### config.mk
export PLATFORM = sky130hd
export DESIGN_NAME = page_xlat_tlb
export DESIGN_NICKNAME = d
export VERILOG_FILES = /design/src/rtl/page_xlat_tlb.sv
export SDC_FILE = /design/constraint.sdc
export NUM_CORES = 2
export LEC_CHECK = 0
export BUFFER_PORTS_ARGS = -buffer_cell sky130_fd_sc_hd__buf_2
export CAP_MARGIN = 30
export CORE_MARGIN = 5
export CORE_UTILIZATION = 45
export CTS_BUF_LIST = sky130_fd_sc_hd__clkbuf_2 sky130_fd_sc_hd__clkbuf_4 sky130_fd_sc_hd__clkbuf_8
export DETAILED_ROUTE_END_ITERATION = 10
export HOLD_SLACK_MARGIN = 0.15
export SLEW_MARGIN = 40
export SYNTH_ARGS = -nofsm -noshare
export SYNTH_HDL_FRONTEND = slang
export SYNTH_SLANG_ARGS = --single-unit
### constraint.sdc
create_clock -name clk -period 5.67 [get_ports clk]
set_clock_uncertainty 0.15 [all_clocks]
set_input_delay 0.8505 -clock clk [delete_from_list [all_inputs] [get_ports clk]]
set_output_delay 0.8505 -clock clk [all_outputs]
set_load 0.02 [all_outputs]
### src/rtl/page_xlat_tlb.sv
module page_xlat_tlb #(
  parameter int WAYS  = 4,
  parameter int SETS  = 16,
  parameter int PID_W = 8,
  localparam int IDX_W = (SETS > 1) ? $clog2(SETS) : 1,
  localparam int WAY_W = (WAYS > 1) ? $clog2(WAYS) : 1
) (
  input  logic              clk,
  input  logic              rst_n,
  input  logic [31:0]       lk_vaddr,
  input  logic [PID_W-1:0]  lk_pid,
  output logic              lk_hit,
  output logic [31:0]       lk_paddr,
  output logic              lk_rd,
  output logic              lk_wr,
  output logic              lk_ex,
  input  logic              wr_en,
  input  logic [WAY_W-1:0]  wr_way,
  input  logic [IDX_W-1:0]  wr_idx,
  input  logic [31:0]       wr_tag,
  input  logic [31:0]       wr_data
);

  localparam logic [31:0] DATA_KEEP = 32'h01EF_FFFF;

  logic [31:0] tag_q  [WAYS][SETS];
  logic [31:0] data_q [WAYS][SETS];

  logic [19:0]      vpn;
  logic [IDX_W-1:0] idx;
  logic [WAYS-1:0]  way_hit;
  logic [31:0]      sel_data;
  logic             any_hit;

  assign vpn = lk_vaddr[31:12];
  assign idx = vpn[IDX_W-1:0];

  always_ff @(posedge clk or negedge rst_n) begin
    if (!rst_n) begin
      for (int w = 0; w < WAYS; w++)
        for (int s = 0; s < SETS; s++) begin
          tag_q[w][s]  <= '0;
          data_q[w][s] <= '0;
        end
    end else if (wr_en) begin
      tag_q[wr_way][wr_idx]  <= wr_tag;
      data_q[wr_way][wr_idx] <= wr_data & DATA_KEEP;
    end
  end

  for (genvar w = 0; w < WAYS; w++) begin : g_way
    logic [31:0] t;
    assign t = tag_q[w][idx];
    assign way_hit[w] = (t[31:12] == vpn) && (t[11] || (t[PID_W-1:0] == lk_pid));
  end

  always_comb begin
    any_hit  = 1'b0;
    sel_data = '0;
    for (int w = WAYS - 1; w >= 0; w--) begin
      if (way_hit[w]) begin
        any_hit  = 1'b1;
        sel_data = data_q[w][idx];
      end
    end
  end

  assign lk_hit   = any_hit;
  assign lk_paddr = any_hit ? {sel_data[19:0], lk_vaddr[11:0]} : 32'h0;
  assign lk_rd    = sel_data[23];
  assign lk_wr    = sel_data[22];
  assign lk_ex    = sel_data[21];

  logic unused_bits;
  assign unused_bits = ^{sel_data[31:24], sel_data[20]};

endmodule

Word level (Yosys, flattened, before mapping) --
Cells that the tools add are included.
Cells by class: $lt $le $gt $ge 5, equal/unequal tests 8, muxes and demuxes 39, bitwise gates (word level) 3, reductions and logical operators 10
Operators with widths (count):
- $bwmux 2048 | 2
- $bmux 32 s4 | 8
- $demux 512 s2 | 1
- $mux 512 | 1
- $mux 32 | 10
- $mux 24 | 12
- $demux 32 s4 | 1
- $eq 20x20->1 | 4
- $eq 8x8->1 | 4
- $ge 5x5->1 const B | 2
- $not 4->5 | 2
- $logic_and 1x1->1 | 6
- $lt 5x1->1 const B | 1
- $logic_or 1x1->1 | 4
- $mux 1 | 4
- $ge 3x3->1 const B | 1
- $lt 3x1->1 const B | 1
- $not 2->3 | 1
Word-level totals: flip-flop bits (word level) 4096, input bits 113

Depth between registers and ports, before layout --
depth in word-level cells 12, depth in mapped cells 18, gate-level depth less buffers 9

Worst setup path after synthesis --
OpenSTA, ideal clock, no wires.
kind input -> output, start point input lk_vaddr[13], end point output lk_paddr[12], arrival 4.050 ns, data required time 4.669 ns, path slack 0.619 ns, stages on the path 14, cell sequence buf_6 -> buf_4 -> buf_4 -> buf_4 -> buf_2 -> mux2_2 -> o221ai_1 -> o22ai_1 -> a311oi_1 -> nand4_1 -> nor4_4 -> buf_2 -> nand4_1 -> a211oi_1
On the way: word-level cells in the longest chain between the ends 12
RTL lines:
- from (decl) | line 10 | input logic [31:0] lk_vaddr,
- $not 4->5 (implied by the code) | line 53, 63
- $bmux 32 s4 | line 53 | assign t = tag_q[w][idx];
- $mux 32 (implied by the code) (2 in a row) | line 53
- $eq 8x8->1 | line 54 | assign way_hit[w] = (t[31:12] == vpn) && (t[11] || (t[PID_W-1:0] == lk_pid));
- $logic_or 1x1->1 | line 54
- $logic_and 1x1->1 | line 54
- $mux 24 / $mux 1 (equally long branches) (4 in a row) | line 61 | if (way_hit[w]) begin
- $mux 32 * | line 69 | assign lk_paddr = any_hit ? {sel_data[19:0], lk_vaddr[11:0]} : 32'h0;
- to (decl) | line 13 | output logic [31:0] lk_paddr,
Mark *: on every way between the ends. The rest lies on a longest branch, timed or not. The select of a mux whose other input is x is not followed.

Final worst setup path --
start point input lk_vaddr[12], end point output lk_paddr[30]
Same word-level chain as after synthesis.

==> impl_metrics.env <==
export IMPL_gp_congestion=0.855
export IMPL_p_leak_nw=82.6
export IMPL_yosys_cell_count_top_type="mux2_2"
export IMPL_antenna_found_initial=28
export IMPL_crit_arrival_ns=5.02
export IMPL_clk_pin_slew_ns=0.06
export IMPL_yosysTopAreaCellShare_pct=54.4
export IMPL_die_w_um=593
export IMPL_grt_use_total_pct=28.0
export IMPL_totalWireLength_mm=495
export IMPL_die_height_um=593
export IMPL_relSlewSlack_pct=37.6
export IMPL_holdPathStages=2
export IMPL_worstSetupStartpointType="input pin"
export IMPL_synth_avg_cell_area_um2=15.3
export IMPL_core_mm2=0.339
export IMPL_synthAdderAreaFrac_pct=0
export IMPL_synth_area_mux_share_pct=37.8
export IMPL_cts_tree="yes"
export IMPL_hold_slack_ns=0.235
export IMPL_hpwl_mm=300
export IMPL_path_class="in -> out"
export IMPL_synth_top_family_by_area="multiplexers"
export IMPL_yosys_area_top_type="dfrtp_1"
export IMPL_grtUsageMet3_pct=4.91
export IMPL_clk_insertion_delay_late_ns=1.15
export IMPL_clockBufferDepth=4
export IMPL_synth_compound_area_share_pct=2.38
export IMPL_synthFlopType="dfrtp_1"
export IMPL_ant_nets=0
export IMPL_synthSimpleGateAreaFrac_pct=1.78
export IMPL_first_iter_violations=6981
export IMPL_die_area_mm2=0.352
export IMPL_numCtsBuffers=572
export IMPL_hold_viol=0
export IMPL_vias_per_cell=6.09
export IMPL_setup_viol=36
export IMPL_synthArstFlopShare_pct=100
export IMPL_max_cap_viol_count=0
export IMPL_ys_types=85
export IMPL_min_period_over_period_pct=106
export IMPL_syn_area_mm2=0.153
export IMPL_top_usage_layer="met2"
export IMPL_wire_per_inst_um=32.3
export IMPL_cts_sinks=3328
export IMPL_n_fill_cell=28100
export IMPL_setup_slack_ns=-0.350
export IMPL_ir_worst_vdd_v=0.000247
export IMPL_areaGrowthSynthToFinish_pct=14.9
export IMPL_yosys_register_bits=3328
export IMPL_cp_max_fo=25
export IMPL_end_kind="output port"
export IMPL_crit_required_ns=4.67
export IMPL_synth_xor_area_share_pct=0.590
export IMPL_grt_pass1_wl_mm=722
export IMPL_violations="negative setup slack"
export IMPL_utilization_pct=51.8
export IMPL_overflow=0
export IMPL_ios=149
export IMPL_synthTopCellsByCount="3,395 x mux2_2, 3,328 x dfrtp_1, 716 x mux4_2"
export IMPL_final_nets=10500
export IMPL_regArea_mm2=0.0833
export IMPL_outcome="complete, but fails checks"
export IMPL_setup_tns_ns=-7.18
export IMPL_yosys_top_cells_area="dfrtp_1 54%, mux2_2 25%, mux4_2 11%, mux2i_1 2.2%, clkbuf_1 1.6%"
export IMPL_power_density_mw_per_mm2=339
export IMPL_initial_core_util_pct=45.1
export IMPL_multi_input_area_mm2=0.0662
export IMPL_syn_inst=10000
export IMPL_min_path_type="in -> reg"
export IMPL_synth_nets=10100
export IMPL_dr_total_vias=93200
export IMPL_grt_pass1_vias=101000
export IMPL_layout_min_cycle_time_ns=6.02
export IMPL_htree_levels=6
export IMPL_port_buffers=136
export IMPL_rows=214
export IMPL_grt_met2_usage_pct=44.9
export IMPL_rsz0062_at_grt="true"
export IMPL_final_max_slew_viol_count=0
export IMPL_r2r_cells=1
export IMPL_yosysWarnings=0
export IMPL_drtPass1Iterations=8
export IMPL_drc=0
export IMPL_cts_root_buf="clkbuf_8"
export IMPL_grt_max_degree=162
export IMPL_fmax_mhz=166
export IMPL_drive_gt1_share_pct=56.3
export IMPL_ys_seq_area_share_pct=54.4
export IMPL_tightestPinTransition_ns=0.936
export IMPL_synth_edff_count=0
export IMPL_met1_usage_pct=38.9
-- critical path: stages --
cell       delay, ns
buf_16          0.19
buf_12          0.22
nor2_4          0.47
buf_12          0.27
a22oi_1         0.09
o21ai_1         0.15
xor2_1          0.16
o21ai_0         0.30
or3_1           0.51
a2111oi_4       0.44
buf_12          0.21
buf_12          0.17
nand4_1         0.18
a211oi_4        0.40
buf_4           0.17
buf_6           0.10
-- metrics by stage --
stage | cell area (µm²) | cells | power, mW | setup slack [ns]
CTS | 175000 | 15300 | 60.0 | -0.451
global placement | 161000 | 14200 | 36.4 | -0.705
detailed placement | 162000 | 14300 | 37.0 | -0.707
floorplan | 153000 | 10000 | 34.0 | 0.619
global route | 176000 | 15300 | 62.1 | -0.459
finish | 176000 | 15300 | 59.6 | -0.350
-- where the power goes --
group          internal, mW  switching [mW]
sequential             26.9            1.55
combinational          4.56            3.69
clock                  12.8            10.1
-- routing by layer --
layer,share of wire (%),wire length [µm],vias to the layer above
li1,-,-,37900
met1,43,212000,51400
met2,47,234000,2978
met3,6.1,30100,892
met4,3.6,18100,2
met5,0.0024,12,-
-- cell families after synthesis --
group,Yosys count
DFF,3328
buffers and inverters,1070
xor gates and xnor gates,103
AOI/OAI and AO/OA,504
muxes,4448
and+or+nand+nor,553
-- registers in the layout, indices dropped and copies added (netlist names) --
signal	count
data_q	1472
tag_q	1856
-- area by class of cell --
type	count	share of cell area (%)
multi-input combinational	5608	37.7
timing repair buffer	813	4.78
antenna	8	0.0114
inverter	31	0.0733
tap	4536	3.23
sequential	3328	47.4
clock buffer	888	6.33
clock inverter	85	0.486
-- final timing paths --
check                        startpoint      endpoint  slack [ns]
max reg2reg                 tag_q[1981]   tag_q[1981]        4.70
min reg2reg                  tag_q[495]    tag_q[495]        0.35
max                        lk_vaddr[12]  lk_paddr[30]       -0.35
min                           wr_tag[7]    tag_q[807]        0.23
min in group asynchronous         rst_n   tag_q[1648]        0.49
max in group asynchronous         rst_n  data_q[1135]        3.37
-- layout by cell type (no fill, tap or decap), types with 32 or more instances in the layout --
cell / n
a211oi_2: 35
a21oi_1: 37
a22oi_1: 78
buf_12: 126
buf_2: 56
buf_4: 499
buf_6: 59
clkbuf_4: 176
clkbuf_8: 712
clkinv_2: 33
dfrtp_1: 3328
dlygate4sd3_1: 38
mux2_2: 3395
mux2i_1: 333
mux4_2: 717
nand2_1: 155
nand2_4: 36
nand3_1: 40
nand4_1: 32
nor2_1: 51
nor3_1: 43
o21ai_0: 58
o22ai_1: 75
xnor2_1: 66
xor2_1: 35
-- what timing repair did --
action                     in CTS  in global routing
hold buffers                   38                  0
setup endpoints to repair      36                 36
hold endpoints to repair     2916                  0
pin swaps                      21                 30
setup buffers                  12                 11
gates resized for setup       115                 96
gates cloned                    2                  2
No activity file was read; power rests on OpenSTA's default activity.
